$ cat src/rtl/pmc_pkg.sv
package pmc_pkg;
  typedef enum logic [1:0] {
    M_RUN  = 2'd0,
    M_WAIT = 2'd1,
    M_STOP = 2'd2
  } pmode_e;

  typedef enum logic [1:0] {
    RC_POR  = 2'd0,
    RC_EXT  = 2'd1,
    RC_WDOG = 2'd2
  } rcause_e;
endpackage

$ cat src/rtl/pmc_halfrate.sv
module pmc_halfrate #(
  parameter int DIV = 2
) (
  input  logic clk,
  input  logic rst,
  output logic edge_c,
  output logic sys_tick
);
  localparam int CW = (DIV > 2) ? $clog2(DIV) : 1;
  localparam logic [CW-1:0] LAST = CW'(DIV - 1);

  logic [CW-1:0] cnt;

  assign edge_c = (cnt == LAST);

  always_ff @(posedge clk) begin
    if (rst) begin
      cnt      <= '0;
      sys_tick <= 1'b0;
    end else begin
      cnt      <= edge_c ? '0 : cnt + 1'b1;
      sys_tick <= edge_c;
    end
  end

  // the tick never lasts two master cycles
  p_tick_spaced_r1: assert property (@(posedge clk) disable iff (rst)
    sys_tick |=> !sys_tick);
endmodule

$ cat src/rtl/pmc_mode_ctl.sv
module pmc_mode_ctl
  import pmc_pkg::*;
#(
  parameter int NPER = 4
) (
  input  logic            clk,
  input  logic            rst,
  input  logic            edge_c,
  input  logic            ext_rst_req,
  input  logic            wdog_rst_req,
  input  logic            wait_req,
  input  logic            stop_req,
  input  logic [NPER-1:0] irq_pend,
  input  logic [NPER-1:0] irq_en,
  input  logic            nclk_irq,
  input  logic            can_act,
  input  logic            pce_wr,
  input  logic [NPER-1:0] pce_wdata,
  output pmode_e          mode_q,
  output pmode_e          mode_nx,
  output logic [NPER-1:0] pce_q,
  output logic [NPER-1:0] pce_nx,
  output rcause_e         cause_q,
  output logic            can_lost
);
  rcause_e cause_nx;
  logic    lost_nx;
  logic    irq_hit;

  assign irq_hit = |(irq_pend & irq_en);

  always_comb begin
    mode_nx  = mode_q;
    pce_nx   = pce_q;
    cause_nx = cause_q;
    lost_nx  = 1'b0;
    if (edge_c) begin
      if (ext_rst_req || wdog_rst_req) begin
        mode_nx  = M_RUN;
        pce_nx   = '1;
        cause_nx = ext_rst_req ? RC_EXT : RC_WDOG;
      end else begin
        if (pce_wr) pce_nx = pce_wdata;
        unique case (mode_q)
          M_RUN: begin
            if (stop_req)      mode_nx = M_STOP;
            else if (wait_req) mode_nx = M_WAIT;
          end
          M_WAIT: begin
            if (irq_hit) mode_nx = M_RUN;
          end
          M_STOP: begin
            if (nclk_irq || can_act) begin
              mode_nx = M_RUN;
              lost_nx = can_act;
            end
          end
          default: mode_nx = M_RUN;
        endcase
      end
    end
  end

  always_ff @(posedge clk) begin
    if (rst) begin
      mode_q   <= M_RUN;
      pce_q    <= '1;
      cause_q  <= RC_POR;
      can_lost <= 1'b0;
    end else begin
      mode_q   <= mode_nx;
      pce_q    <= pce_nx;
      cause_q  <= cause_nx;
      can_lost <= lost_nx;
    end
  end

  // a lost-message pulse only accompanies a wake out of Stop
  p_lost_wake_r7: assert property (@(posedge clk) disable iff (rst)
    can_lost |-> (mode_q == M_RUN && $past(mode_q) == M_STOP));

  // without an allowed wake source, Stop persists
  p_stop_hold_r6: assert property (@(posedge clk) disable iff (rst)
    (edge_c && mode_q == M_STOP && !nclk_irq && !can_act && !ext_rst_req && !wdog_rst_req)
    |=> mode_q == M_STOP);

  // a reset request restores Run and all peripheral enables
  p_rstreq_r10: assert property (@(posedge clk) disable iff (rst)
    (edge_c && (ext_rst_req || wdog_rst_req)) |=> (mode_q == M_RUN && pce_q == '1));
endmodule

$ cat src/rtl/pmc_gate.sv
module pmc_gate
  import pmc_pkg::*;
#(
  parameter int NPER = 4
) (
  input  logic            clk,
  input  logic            rst,
  input  logic            edge_c,
  input  pmode_e          mode_nx,
  input  pmode_e          mode_q,
  input  logic [NPER-1:0] pce_nx,
  output logic            core_ce,
  output logic            mem_ce,
  output logic [NPER-1:0] per_ce,
  output logic            wdog_ce
);
  logic run_nx, per_ok_nx;

  assign run_nx    = (mode_nx == M_RUN);
  assign per_ok_nx = (mode_nx != M_STOP);

  always_ff @(posedge clk) begin
    if (rst) begin
      core_ce <= 1'b0;
      mem_ce  <= 1'b0;
      wdog_ce <= 1'b0;
    end else begin
      core_ce <= edge_c & run_nx;
      mem_ce  <= edge_c & run_nx;
      wdog_ce <= edge_c;
    end
  end

  for (genvar i = 0; i < NPER; i++) begin : g_per
    logic ce_r;
    always_ff @(posedge clk) begin
      if (rst) ce_r <= 1'b0;
      else     ce_r <= edge_c & per_ok_nx & pce_nx[i];
    end
    assign per_ce[i] = ce_r;
  end

  // core and memory enables only pulse in Run
  p_core_run_r4: assert property (@(posedge clk) disable iff (rst)
    (core_ce || mem_ce) |-> mode_q == M_RUN);

  // no peripheral enable pulses in Stop
  p_per_stop_r6: assert property (@(posedge clk) disable iff (rst)
    (|per_ce) |-> mode_q != M_STOP);

  // watchdog enable is a single-cycle pulse
  p_wdog_pulse_r9: assert property (@(posedge clk) disable iff (rst)
    wdog_ce |=> !wdog_ce);
endmodule

$ cat src/rtl/pmode_clkctl.sv
module pmode_clkctl
  import pmc_pkg::*;
#(
  parameter int NPER = 4,
  parameter int DIV  = 2
) (
  input  logic            clk,
  input  logic            rst,
  input  logic            ext_rst_req,
  input  logic            wdog_rst_req,
  input  logic            wait_req,
  input  logic            stop_req,
  input  logic [NPER-1:0] irq_pend,
  input  logic [NPER-1:0] irq_en,
  input  logic            nclk_irq,
  input  logic            can_act,
  input  logic            pce_wr,
  input  logic [NPER-1:0] pce_wdata,
  output logic            sys_tick,
  output logic            core_ce,
  output logic            mem_ce,
  output logic [NPER-1:0] per_ce,
  output logic            wdog_ce,
  output logic [1:0]      mode,
  output logic [1:0]      rst_cause,
  output logic            can_lost
);
  logic            edge_c;
  pmode_e          mode_q, mode_nx;
  logic [NPER-1:0] pce_q, pce_nx;
  rcause_e         cause_q;

  pmc_halfrate #(.DIV(DIV)) u_div (
    .clk      (clk),
    .rst      (rst),
    .edge_c   (edge_c),
    .sys_tick (sys_tick)
  );

  pmc_mode_ctl #(.NPER(NPER)) u_ctl (
    .clk          (clk),
    .rst          (rst),
    .edge_c       (edge_c),
    .ext_rst_req  (ext_rst_req),
    .wdog_rst_req (wdog_rst_req),
    .wait_req     (wait_req),
    .stop_req     (stop_req),
    .irq_pend     (irq_pend),
    .irq_en       (irq_en),
    .nclk_irq     (nclk_irq),
    .can_act      (can_act),
    .pce_wr       (pce_wr),
    .pce_wdata    (pce_wdata),
    .mode_q       (mode_q),
    .mode_nx      (mode_nx),
    .pce_q        (pce_q),
    .pce_nx       (pce_nx),
    .cause_q      (cause_q),
    .can_lost     (can_lost)
  );

  pmc_gate #(.NPER(NPER)) u_gate (
    .clk     (clk),
    .rst     (rst),
    .edge_c  (edge_c),
    .mode_nx (mode_nx),
    .mode_q  (mode_q),
    .pce_nx  (pce_nx),
    .core_ce (core_ce),
    .mem_ce  (mem_ce),
    .per_ce  (per_ce),
    .wdog_ce (wdog_ce)
  );

  assign mode      = mode_q;
  assign rst_cause = cause_q;

  // the mode only moves together with a half-rate tick
  p_mode_on_tick_r11: assert property (@(posedge clk) disable iff (rst)
    !$stable(mode_q) |-> sys_tick);

  // a cleared enable bit keeps its peripheral silent
  p_pce_gate_r8: assert property (@(posedge clk) disable iff (rst)
    (per_ce & ~pce_q) == '0);
endmodule

$ cat config.mk
export PLATFORM = sky130hd
export DESIGN_NAME = pmode_clkctl
export DESIGN_NICKNAME = d
export VERILOG_FILES = /design/src/rtl/pmc_pkg.sv /design/src/rtl/pmc_halfrate.sv /design/src/rtl/pmc_mode_ctl.sv /design/src/rtl/pmc_gate.sv /design/src/rtl/pmode_clkctl.sv
export SDC_FILE = /design/constraint.sdc
export NUM_CORES = 1
export LEC_CHECK = 0
export ABC_AREA = 1
export BUFFER_PORTS_ARGS = -buffer_cell sky130_fd_sc_hd__buf_2
export CORE_ASPECT_RATIO = 1.4
export CORE_UTILIZATION = 36
export DETAILED_ROUTE_END_ITERATION = 6
export GPL_ROUTABILITY_DRIVEN = 0
export SYNTH_ARGS = -nofsm -noshare
export SYNTH_HDL_FRONTEND = slang
export SYNTH_SLANG_ARGS = --single-unit
$ cat constraint.sdc
create_clock -name clk -period 1.1 [get_ports clk]
set_input_delay 0 -clock clk [delete_from_list [all_inputs] [get_ports clk]]
set_output_delay 0 -clock clk [all_outputs]
set_load 0.1 [all_outputs]
Word level (Yosys, flattened, before mapping)
Index checks and enable logic that the tools add are counted.

Register bits after elaboration: 16. Bits of input ports: 21. Output and inout bits: 13. Word-level logic and storage cells: 44.

Add/subtract/negate cells: 1. Equal/unequal tests: 3. Muxes and demuxes: 11. Bitwise logic cells: 10. Reductions and logical operators: 8.

Operator list (number): two-way mux 2 bit (7); two-way mux 4 bit (3); bitwise AND 1 bit (6); case mux 2 bit (3 select lines) (1); OR reduction 5 bit (1); bitwise AND 4 bit (1); logical NOT 2 bit (2); OR reduction 4 bit (1); inverter 1 bit (3); == test 2 x 1 -> 1 bit (second input constant) (1); == test 2 bit (second input constant) (1); logical OR 1 bit (2); != test 2 bit (second input constant) (1); AND reduction 2 bit (1); OR reduction 2 bit (1); adder 1 bit (second input constant) (1).

Longest topological paths before layout
Gate-level depths: netlist (run 1).

Depth after elaboration: 9. Depth in mapped cells: 7. Depth with buffers taken out: 7.

By module
A second synthesis (run 1) with hierarchy kept.

Cells, all modules: 100. Area total of the unflattened synthesis: 742.0 um^2.

By module, submodules not included: pmc_mode_ctl (instances 1, cells an instance 68, area an instance 462.9 um^2, seq. area each 180.2 um^2); pmc_gate (instances 1, cells an instance 27, area an instance 225.2 um^2, seq. area each 120.1 um^2); pmc_halfrate (instances 1, cells an instance 5, area an instance 53.8 um^2, seq. area each 40.0 um^2).

Worst setup path before layout (run 1)
No wires, ideal clock.

Path kind: reg-to-reg. From: reg u_ctl.mode_q[1]. To: reg u_gate.g_per[0].ce_r. Library setup time: 116 ps. Arrival: 1566 ps. Data required time: 984 ps. Slack: -582 ps. Stages on the path, launching flop included: 8. Buffers on the path: 0. Clock period less this slack: 1682 ps. Cell sequence: dfxtp_1 inv_1 nor2_1 nand2_1 nand2_1 nand2_1 nand2_1 nor2_1.

Longest elaborated chain between the ends: 8. Elaborated cells on any way between the ends: 13. Classes of those cells: 3 x eq/ne; 7 x mux; 2 x bitwise; 1 x reduce/logical.

RTL lines: start, declared (line pmc_mode_ctl.sv:19) `output pmode_e mode_q,`; start signal, assigned (line pmc_mode_ctl.sv:71) `mode_q <= mode_nx;`; two-way mux 2 bit (line pmc_mode_ctl.sv:47) `else if (wait_req) mode_nx = M_WAIT;`; two-way mux 2 bit (line pmc_mode_ctl.sv:46) `if (stop_req) mode_nx = M_STOP;`; case mux 2 bit (3 select lines) (line pmc_mode_ctl.sv:44) `unique case (mode_q)`; two-way mux 2 bit (line pmc_mode_ctl.sv:38) `if (ext_rst_req || wdog_rst_req) begin`; two-way mux 2 bit (*) (line pmc_mode_ctl.sv:37) `if (edge_c) begin`; != test 2 bit (*) (line pmc_gate.sv:20) `assign per_ok_nx = (mode_nx != M_STOP);`; bitwise AND 1 bit (*) (2 in a row) (line pmc_gate.sv:38) `else ce_r <= edge_c & per_ok_nx & pce_nx[i];`; end signal, assigned (line pmc_gate.sv:38); end, declared (line pmc_gate.sv:35) `logic ce_r;`.

Every way passes the cells marked *; elsewhere a longest branch is shown, timed or not. A chain may end at the register's enable or synchronous reset.

Worst setup path after layout (run 1)
From: reg u_ctl.cause_q[1]. To: out rst_cause[1].

RTL lines: start, declared (line pmc_mode_ctl.sv:23) `output rcause_e cause_q,`; start signal, assigned (line pmc_mode_ctl.sv:73) `cause_q <= cause_nx;`; end, declared (line pmode_clkctl.sv:25) `output logic [1:0] rst_cause,`.

No word-level cell between the ends.

==> summary.md, run 1 <==
| Metric | Value |
|---|---|
| Run status | finished, final reports clean |
| Top cell type's share of synthesized area | 44.8% |
| Crit-path slowest cell | sky130_fd_sc_hd__buf_2 |
| Pin count of the biggest net entering global routing | 10 |
| Antenna violations before repair | 0 |
| Final cell count without fillers | 150 |
| Total overflow reported by the global router | 0 |
| Post-layout utilization of the core | a little over half |
| Critical-path cell list | buf_2 |
| Max-cap violations | 0 |
| Comb pwr share | a little over a quarter |
| Dominant register cell in the synthesized netlist | sky130_fd_sc_hd__dfxtp_1 |
| Reported net switching power | approximately 0.46 mW |
| Library cell occupying the most area in the post-synthesis netlist | sky130_fd_sc_hd__dfxtp_1 |
| Post-detailed-route count of antenna-violating nets | 0 |
| Number of remaining DRC errors | 0 |
| Count of boundary I/O pins | 34 |
| Synthesis Warnings | 0 |
| Unrepaired setup endpoints after global routing | no |
| Internal portion of total power | about 0.9 mW |
| Sequential-to-total area share from yosys stat | between 40% and 50% |
| Area of all sequential standard cells | about 330 sq um |
| Hpwl dp | between 1000 and 1500 um |
| Max clock buf depth | 2 |
| Setup bufs post-CTS | 0 |
| Critical path fanouts, max | 2 |
| Drt first-iter violations | 7 |
| CTS root buffer | sky130_fd_sc_hd__clkbuf_4 |
| Die Y-Extent | between 50 and 60 um |
| Final hold violations | 0 |
| Worst-case vdd ir drop | between 700 and 800 uV |
| Gate count after technology mapping | 93 |
| Vias per std cell | roughly 4.6 |
| Slew HR | just under 70% |
| Total buffers and inverters traversed by the critical path | 1 |
| Shortest period the worst path allows | a little over 1 ns |
| Synthesized Nets | 114 |
| WL per Instance | about 9.6 um |
| Via count of the first global-routing pass | between 500 and 600 |
| Switching fraction of total power | 33.7% |
| Worst setup startpoint | u_ctl.cause_q[1]$_SDFFE_PP0P_ |
| Clock slew at reported path FFs | about 0.090 ns |
| Syn-to-layout area delta | 38.2% |
| Wire length of the first global-routing pass | around 2300 um |
| Count of final setup violators | 0 |
| Slew @ Worst Pin | about 0.49 ns |
| Worst Path Arrival | 1.03 ns |
| Total core area | 0.00182 sq mm |
| Category of the critical setup timing path | flop to output port |
| Total power after layout | approximately 1.4 mW |
| Antenna diode count | 0 |
| Worst hold slack after final layout | ~0.014 ns |
| Fraction of layout instances using a drive strength above 1 | 46.2% |
| Standard-cell row count | 18 |
| Area contributors post-synth | sky130_fd_sc_hd__dfxtp_1 (45%), sky130_fd_sc_hd__nand2_1 (17%), sky130_fd_sc_hd__buf_4 (6.3%) |
| Count of input and output buffers | 33 |
| Fin nets | around 150 |
| Initial standard-cell utilization of the core | 39.2% |
| Total Die Area | ~0.0022 sq mm |
| Final critical-path share of the clock period | approximately 94% |
| Total routing usage reported by global routing | 15.7% |
| Clock Sink Count | 16 |
| Mean Syn Cell Area | 7.68 sq um |
| Static power due to leakage | just over 0.5 nW |
| Number of clock buffers inserted by TritonCTS | 3 |
| CTS tree | yes |
| Fraction of power consumed by sequential logic | between 40 and 50% |
| Max frequency | 971 MHz |
| Pwr per Cell Area | approximately 1400 mW/mm^2 |
| Largest delay contributor family on the critical path | buffers and inverters |
| Type of destination of the critical path | output port |
| Combined area of the multi-input logic cells | 329 sq um |
| Routed WL | approximately 1400 um |
| Number of detailed-routing iterations run before antenna repair | 4 |
| Most numerous cell in the Yosys netlist | sky130_fd_sc_hd__nand2_1 |
| Unique cell type count in the Yosys netlist | 17 |
| Fillcell total | 178 |
| Worst Setup Start Kind | flop |
| Register bit count reported by yosys | 16 |
| Layout Skew | approximately 0.0039 ns |
| EDFF count, synth | 0 |
| Reg2Reg Launch Point | u_ctl.mode_q[1]$_SDFF_PP0_ |
| List of most frequent post-synthesis cells | sky130_fd_sc_hd__nand2_1 (32), sky130_fd_sc_hd__dfxtp_1 (16), sky130_fd_sc_hd__nor2_1 (10) |
| Final max-slew violation count | 0 |
| Max stage delay on crit path | roughly 0.41 ns |
| Clock group share of total power | between 20% and 30% |
| Placed Cells incl. Taps | 140 |
| Worst min-delay path category | primary input to flop |
| Routed via count | a little under 700 |
| Async set or reset register ratio after synthesis | 0% |
| Number of levels in the clock H-tree | 1 |
| Clock latency reported for the late side of the worst-skew pair | about 0.28 ns |
| Cell area after synthesis | a little over 700 sq um |
| Width of the chip | 39.7 um |
| Min-Delay Startpoint | ext_rst_req |
| Required time worst endpoint | 1.10 ns |
## kinds of logic after synthesis
family / after synthesis / share of synthesized area [%]
AOI/OAI and AO/OA: 6 / 4.20
buffers and inverters: 14 / 10.9
DFF: 16 / 44.8
and+or+nand+nor: 57 / 40.1
## metrics by stage
stage	setup TNS, ns	setup WS [ns]	instance area (sq um)
6_report	0	0.0701	987
5_1_grt	0	0.0201	987
4_1_cts	0	0.00893	976
3_5_place_dp	0	0.102	880
3_3_place_gp	0	0.112	880
2_1_floorplan	-0.0844	-0.0268	734
## power groups by stage
stage | registers [mW] | clock network, mW | logic [mW]
floorplan | 0.704 | 0 | 0.208
global placement | 0.630 | 0 | 0.341
detailed placement | 0.630 | 0 | 0.344
CTS | 0.617 | 0.391 | 0.361
global route | 0.621 | 0.418 | 0.386
finish | 0.617 | 0.380 | 0.363
## sequential cells by signal, summed over array words and instances (netlist names)
register           count
u_ctl.pce_q            4
u_ctl.mode_q           2
u_gate.g_per.ce_r      4
u_div.edge_c           1
u_gate.core_ce         1
u_ctl.cause_q          2
u_gate.wdog_ce         1
u_ctl.can_lost         1
## placed cells by master, fill, tap and decap left out
cell,count
sky130_fd_sc_hd__buf_2,31
sky130_fd_sc_hd__dfxtp_4,2
sky130_fd_sc_hd__clkbuf_8,1
sky130_fd_sc_hd__nand3_1,1
sky130_fd_sc_hd__nand4_1,4
sky130_fd_sc_hd__nor2_2,3
sky130_fd_sc_hd__a21oi_1,5
sky130_fd_sc_hd__nor3_4,1
sky130_fd_sc_hd__dlygate4sd3_1,6
sky130_fd_sc_hd__nand3_2,4
sky130_fd_sc_hd__nor4_1,1
sky130_fd_sc_hd__nor2_1,8
sky130_fd_sc_hd__o21ai_0,1
sky130_fd_sc_hd__nor2_4,2
sky130_fd_sc_hd__dfxtp_2,5
sky130_fd_sc_hd__nand2_2,3
sky130_fd_sc_hd__nand3b_1,1
sky130_fd_sc_hd__inv_1,5
sky130_fd_sc_hd__dfxtp_1,9
sky130_fd_sc_hd__nand2_1,29
sky130_fd_sc_hd__inv_2,2
sky130_fd_sc_hd__clkbuf_4,5
sky130_fd_sc_hd__inv_4,1
## per-layer routing
layer	vias up	part of all wire [%]	GRT usage [%]
met5	-	0	0
li1	363	-	-
met3	4	5.7	2.44
met4	0	1.3	10.3
met1	292	42	16.9
met2	25	51	27.0
## area by class of cell
cell class | count | share of cell area [%]
Sequential cell | 16 | 33.8
Multi-Input combinational cell | 63 | 33.3
Timing Repair Buffer | 39 | 23.3
Clock buffer | 4 | 3.68
Inverter | 8 | 3.30
Tap cell | 20 | 2.53
## path summary, 6_finish.rpt
| path | to | slack, ns | cells after the start |
|---|---|---|---|
| worst max-delay path | rst_cause[1] | 0.07 | 1 |
| worst min-delay path | u_ctl.cause_q[0]$_SDFFE_PP0P_ | 0.01 | 3 |
| worst max register to register | u_gate.g_per[0].ce_r$_SDFF_PP0_ | 0.12 | 7 |
| worst min register to register | u_div.edge_c$_SDFF_PP0_ | 0.43 | 1 |
## repair_timing
item,in CTS,in global routing
hold buffers,6,0
hold endpoints to repair,9,0
gates resized for setup,0,5
endpoints found under the setup margin,0,5
(Power assumes the default switching activity.)
==> run 2, diff against run 1 <==
--- a/config.mk
+++ b/config.mk
@@ -11,6 +11,7 @@
 export CORE_UTILIZATION = 36
 export DETAILED_ROUTE_END_ITERATION = 6
 export GPL_ROUTABILITY_DRIVEN = 0
+export HOLD_SLACK_MARGIN = 0.02
 export SYNTH_ARGS = -nofsm -noshare
 export SYNTH_HDL_FRONTEND = slang
 export SYNTH_SLANG_ARGS = --single-unit
==> summary.md, run 2 (synthesis results as in run 1) <==
| Metric | Value |
|---|---|
| Count of final setup violators | 0 |
| Clock Sink Count | 16 |
| Total buffers and inverters traversed by the critical path | 1 |
| Total Die Area | between 0.002 and 0.0025 sq mm |
| Most frequent cells in the layout | sky130_fd_sc_hd__buf_2 (31), sky130_fd_sc_hd__nand2_1 (29), sky130_fd_sc_hd__dfxtp_1 (9) |
| Worst-case hold path end point | u_gate.core_ce$_SDFF_PP0_ |
| Antenna diode count | 0 |
| Instance count along the most critical hold path | 4 |
| Internal portion of total power | 0.904 mW |
| Minimum setup slack after placement | 0.102 ns |
| Min-Delay Startpoint | wait_req |
| WL per Instance | about 9.5 um |
| Comb pwr share | around 27% |
| Count of boundary I/O pins | 34 |
| Max stage delay on crit path | 0.41 ns |
| Max clock buf depth | 2 |
| Largest delay contributor family on the critical path | buffers and inverters |
| Final max-slew violation count | 0 |
| Post-layout utilization of the core | between 50% and 60% |
| Pin count of the biggest net entering global routing | 10 |
| Worst Setup Start Kind | flop |
| Routed via count | between 600 and 700 |
| Reg2Reg Launch Point | u_ctl.mode_q[1]$_SDFF_PP0_ |
| Fin nets | 153 |
| Syn-to-layout area delta | 39.6% |
| Count of input and output buffers | 33 |
| Fraction of layout instances using a drive strength above 1 | 45.8% |
| Run status | finished, final reports clean |
| Number of cells on the worst reg-to-reg path | 7 |
| Initial standard-cell utilization of the core | between 30% and 40% |
| Smallest setup slack after layout | 0.0701 ns |
| Number of detailed-routing iterations run before antenna repair | 4 |
| Number of levels in the clock H-tree | 1 |
| R2R setup slack | 0.12 ns |
| CTS tree | yes |
| Final cell count without fillers | approximately 150 |
| Most common cell after layout, fill and taps aside | sky130_fd_sc_hd__buf_2 |
| Number of remaining DRC errors | 0 |
| Width of the chip | 39.7 um |
| Clock group share of total power | around 28% |
| Slew @ Worst Pin | just under 0.5 ns |
| Fillcell total | roughly 180 |
| Worst min-delay path category | primary input to flop |
| Largest registers | u_ctl.pce_q x4, u_gate.g_per.ce_r x4 |
| FF-to-FF End | u_gate.g_per[0].ce_r$_SDFF_PP0_ |
| Total power after layout | around 1.4 mW |
| Post-detailed-route count of antenna-violating nets | 0 |
| Required time worst endpoint | between 1 and 1.5 ns |
| Wire length of the first global-routing pass | approximately 2300 um |
| Max frequency | between 900 and 1000 MHz |
| Critical-path cell list | buf_2 |
| Routed WL | about 1400 um |
| Antenna violations before repair | 0 |
| Reported net switching power | between 0.4 and 0.5 mW |
| Slew HR | between 60% and 70% |
| Pwr per Cell Area | approximately 1400 mW/mm^2 |
| Total overflow reported by the global router | 0 |
| Static power due to leakage | between 0.5 and 0.6 nW |
| Crit-path slowest cell | sky130_fd_sc_hd__buf_2 |
| Die Y-Extent | 54.7 um |
| Type of destination of the critical path | output port |
| Clock latency reported for the late side of the worst-skew pair | roughly 0.28 ns |
| Worst setup startpoint | u_ctl.cause_q[1]$_SDFFE_PP0P_ |
| Placed Cells incl. Taps | 140 |
| Hpwl dp | about 1100 um |
| Unrepaired setup endpoints after global routing | no |
| Number of clock buffers inserted by TritonCTS | 3 |
| Fraction of power consumed by sequential logic | a little under half |
| Category of the critical setup timing path | flop to output port |
| Switching fraction of total power | between 30% and 40% |
| Total core area | ~0.0018 sq mm |
| Layout Skew | 0.00391 ns |
| Max-cap violations | 0 |
| Worst-case vdd ir drop | 707 uV |
| CTS root buffer | sky130_fd_sc_hd__clkbuf_4 |
| Worst Path Arrival | between 1 and 1.5 ns |
| Drt first-iter violations | 7 |
| Critical path fanouts, max | 2 |
| Final hold violations | 0 |
| Via count of the first global-routing pass | approximately 590 |
| Vias per std cell | between 4 and 5 |
| Clock slew at reported path FFs | about 0.09 ns |
| Shortest period the worst path allows | between 1 and 1.5 ns |
| Total routing usage reported by global routing | approximately 16% |
| Standard-cell row count | 18 |
| Final critical-path share of the clock period | between 90% and 100% |
## run 2: what timing repair did
action / 4_1_cts / 5_1_grt
buffers inserted: 0 / 0
gates resized for setup: 0 / 5
endpoints found under the hold margin: 11 / 0
setup endpoints to repair: 0 / 5
hold buffers: 7 / 0
## run 2: cell type report
| class | count | area (sq um) | share of cell area, % |
|---|---|---|---|
| Sequential cell | 16 | 334 | 33.5 |
| Multi-Input combinational cell | 63 | 329 | 33.0 |
| Timing Repair Buffer | 40 | 240 | 24.1 |
| Clock buffer | 4 | 36.3 | 3.64 |
| Inverter | 8 | 32.5 | 3.26 |
| Tap cell | 20 | 25.0 | 2.51 |
## run 2: stage by stage
step / setup TNS, ns / instance area (sq um) / hold slack [ns]
2_1_floorplan: -0.0844 / 734 / 0.0594
3_3_place_gp: 0 / 880 / 0.262
3_5_place_dp: 0 / 880 / 0.271
4_1_cts: 0 / 986 / 0.0245
5_1_grt: 0 / 997 / 0.0318
6_report: 0 / 997 / 0.0311
## run 2: worst reg2reg max path: stages (launching register included)
cell and delay (ns):
sky130_fd_sc_hd__dfxtp_4 0.38, sky130_fd_sc_hd__inv_2 0.04, sky130_fd_sc_hd__nor2_2 0.11, sky130_fd_sc_hd__nand2_1 0.06
sky130_fd_sc_hd__nand2_1 0.08, sky130_fd_sc_hd__nand2_2 0.07, sky130_fd_sc_hd__nand2_2 0.10, sky130_fd_sc_hd__nor2_1 0.05
## run 2: power groups by stage
stage	combinational [mW]	clock (mW)	sequential, mW
floorplan	0.208	0	0.704
global placement	0.341	0	0.630
detailed placement	0.344	0	0.630
CTS	0.364	0.391	0.617
global route	0.389	0.418	0.621
finish	0.365	0.380	0.617
## run 2: worst max-delay path by stage
stage / to / cells past startpoint
CTS: mode[0] / 1
finish: rst_cause[1] / 1
global route: u_gate.g_per[3].ce_r$_SDFF_PP0_ / 7
detailed placement: u_gate.g_per[3].ce_r$_SDFF_PP0_ / 6
floorplan: u_gate.g_per[0].ce_r$_SDFF_PP0_ / 7
global placement: u_gate.g_per[0].ce_r$_SDFF_PP0_ / 5
## run 2: per-layer routing
metal  track usage, %  vias to the layer above  wire length [um]
met5                0                        -                 0
met4             10.3                        0                19
met2             27.0                       25               728
met3             2.44                        4                80
met1             16.9                      290               608
li1                 -                      365                 -
==> run 3, diff against run 2 <==
--- a/config.mk
+++ b/config.mk
@@ -6,12 +6,13 @@
 export NUM_CORES = 1
 export LEC_CHECK = 0
 export ABC_AREA = 1
+export ABC_CLOCK_PERIOD_IN_PS = 1100
 export BUFFER_PORTS_ARGS = -buffer_cell sky130_fd_sc_hd__buf_2
-export CORE_ASPECT_RATIO = 1.4
-export CORE_UTILIZATION = 36
+export CORE_UTILIZATION = 44
 export DETAILED_ROUTE_END_ITERATION = 6
 export GPL_ROUTABILITY_DRIVEN = 0
 export HOLD_SLACK_MARGIN = 0.02
+export PLACE_DENSITY = 0.77
 export SYNTH_ARGS = -nofsm -noshare
 export SYNTH_HDL_FRONTEND = slang
 export SYNTH_SLANG_ARGS = --single-unit
==> summary.md, run 3 (synthesis results as in run 1) <==
| Metric | Value |
|---|---|
| Run status | finished, final reports clean |
| Antenna violations before repair | 0 |
| Worst hold slack after final layout | ~0.013 ns |
| Worst setup startpoint | u_ctl.cause_q[1]$_SDFFE_PP0P_ |
| Post-detailed-route count of antenna-violating nets | 0 |
| Slew @ Worst Pin | 0.488 ns |
| CTS tree | yes |
| Internal portion of total power | approximately 0.90 mW |
| Final critical-path share of the clock period | 94.5% |
| Switching fraction of total power | roughly a third |
| R2R setup slack | ~0.12 ns |
| Setup bufs post-CTS | 0 |
| Max clock buf depth | 2 |
| Clock latency reported for the late side of the worst-skew pair | 0.29 ns |
| Clock slew at reported path FFs | 0.09 ns |
| Number of remaining DRC errors | 0 |
| Antenna diode count | 0 |
| Hpwl dp | approximately 1100 um |
| Critical path fanouts, max | 2 |
| Number of detailed-routing iterations run before antenna repair | 4 |
| Largest registers | u_ctl.pce_q x4, u_gate.g_per.ce_r x4 |
| Worst min-delay path category | primary input to flop |
| Static power due to leakage | approximately 0.5 nW |
| CTS root buffer | sky130_fd_sc_hd__clkbuf_4 |
| Unrepaired setup endpoints after global routing | no |
| WL per Instance | 10.2 um |
| Pwr per Cell Area | ~1400 mW/mm^2 |
| FF-to-FF End | u_gate.g_per[0].ce_r$_SDFF_PP0_ |
| Category of the critical setup timing path | flop to output port |
| Fillcell total | between 100 and 150 |
| Critical-path cell list | buf_2 |
| Total core area | ~0.0015 sq mm |
| Comb pwr share | 26.7% |
| Number of cells on the worst reg-to-reg path | 6 |
| Layout Skew | about 0.0032 ns |
| Slew HR | 67.7% |
| Standard-cell row count | 14 |
| Max-cap violations | 0 |
| Max frequency | approximately 960 MHz |
| Area of all sequential standard cells | roughly 330 sq um |
| Clock Sink Count | 16 |
| Count of input and output buffers | 33 |
| Most common cell after layout, fill and taps aside | sky130_fd_sc_hd__buf_2 |
| Reg2Reg Launch Point | u_div.edge_c$_SDFF_PP0_ |
| Worst-case vdd ir drop | roughly 610 uV |
| Number of levels in the clock H-tree | 1 |
| Width of the chip | 42.3 um |
| Crit-path slowest cell | sky130_fd_sc_hd__buf_2 |
| Most frequent cells in the layout | sky130_fd_sc_hd__buf_2 (31), sky130_fd_sc_hd__nand2_1 (29), sky130_fd_sc_hd__nor2_1 (9), sky130_fd_sc_hd__dfxtp_1 (9), sky130_fd_sc_hd__dlygate4sd3_1 (6) |
| Crit. path cell count | 1 |
| Worst Setup EP | rst_cause[1] |
| Total power after layout | ~1.4 mW |
| Total routing usage reported by global routing | around a fifth |
| Fraction of power consumed by sequential logic | roughly 45% |
| Required time worst endpoint | 1.10 ns |
| Final hold violations | 0 |
| Vias per std cell | 4.97 |
| Total Die Area | between 0.0015 and 0.002 sq mm |
| Combined area of the multi-input logic cells | roughly 330 sq um |
| Drt first-iter violations | 18 |
| Worst Path Arrival | around 1.0 ns |
| Total buffers and inverters traversed by the critical path | 1 |
| Initial standard-cell utilization of the core | 47.4% |
| Fraction of layout instances using a drive strength above 1 | 46.2% |
| Max stage delay on crit path | roughly 0.42 ns |
| Die Y-Extent | around 42 um |
| Via count of the first global-routing pass | 626 |
| Largest delay contributor family on the critical path | buffers and inverters |
| Pin count of the biggest net entering global routing | 10 |
| Final max-slew violation count | 0 |
| Count of final setup violators | 0 |
| Fin nets | approximately 150 |
| Syn-to-layout area delta | 37.1% |
| Reported net switching power | around 0.46 mW |
| Type of destination of the critical path | output port |
| Clock group share of total power | 28.1% |
| Worst Setup Start Kind | flop |
| Total overflow reported by the global router | 0 |
| Wire length of the first global-routing pass | between 2000 and 3000 um |
| Shortest period the worst path allows | ~1.0 ns |
| Routed via count | roughly 730 |
| Number of clock buffers inserted by TritonCTS | 3 |
| Count of boundary I/O pins | 34 |
| Routed WL | between 1000 and 1500 um |
[run 3: changes by cell type in the layout (fill, tap and decap cells not counted), sizes merged]
cell         change
dlygate4sd3      -1
[run 3: worst min path at each step]
stage,to,cells after the start,slack [ns],start
floorplan,u_ctl.mode_q[0]$_SDFF_PP0_,1,0.06,rst
global placement,u_ctl.can_lost$_SDFF_PP0_,3,0.27,can_act
detailed placement,u_ctl.can_lost$_SDFF_PP0_,3,0.27,can_act
CTS,u_ctl.pce_q[3]$_SDFF_PP1_,3,0.02,pce_wdata[3]
global route,u_ctl.can_lost$_SDFF_PP0_,3,0.02,nclk_irq
finish,u_ctl.pce_q[3]$_SDFF_PP1_,3,0.01,pce_wdata[3]
[run 3: cell type report]
cell class | instances | area share (%)
multi-input cells | 63 | 33.3
flip-flops and latches | 16 | 34.1
inverters | 8 | 3.32
repair buffers | 39 | 23.5
clock buffers | 4 | 3.70
well taps | 16 | 2.04
[run 3: stage by stage]
step / setup WS (ns) / std cells / setup TNS, ns / area, sq um / util [%]
global route: 0.00319 / 146 / 0 / 980 / 65.0
floorplan: -0.0268 / 93 / -0.0844 / 734 / -
global placement: 0.127 / 136 / 0 / 875 / 58.1
finish: 0.0605 / 146 / 0 / 980 / 65.0
CTS: 0.00743 / 146 / 0 / 971 / 64.5
detailed placement: 0.108 / 136 / 0 / 875 / 58.1
[run 3: repair_timing]
item                                    4_1_cts  5_1_grt
hold buffers                                  6        0
endpoints found under the setup margin        0        6
hold endpoints to repair                     10        0
gates resized for setup                       0        5
[run 3: worst reg2reg max path: stages (launching register included)]
cell and delay (ns):
sky130_fd_sc_hd__dfxtp_2 0.36, sky130_fd_sc_hd__inv_2 0.10, sky130_fd_sc_hd__nor2_4 0.17, sky130_fd_sc_hd__inv_4 0.08, sky130_fd_sc_hd__nand3_2 0.06, sky130_fd_sc_hd__nand2_1 0.04, sky130_fd_sc_hd__nor2_1 0.10
[run 3: power groups by stage]
stage               registers (mW)  logic [mW]  clock network [mW]
detailed placement           0.630       0.344                   0
finish                       0.617       0.364               0.384
floorplan                    0.704       0.208                   0
global route                 0.620       0.387               0.427
global placement             0.629       0.340                   0
CTS                          0.616       0.363               0.392
[run 3: layer usage]
metal	part of all wire [%]	track usage [%]	up-vias
li1	-	-	368
met1	43	22.5	318
met2	48	31.1	36
met3	7.1	3.88	4
met4	1.8	11.3	0
met5	0	0	-
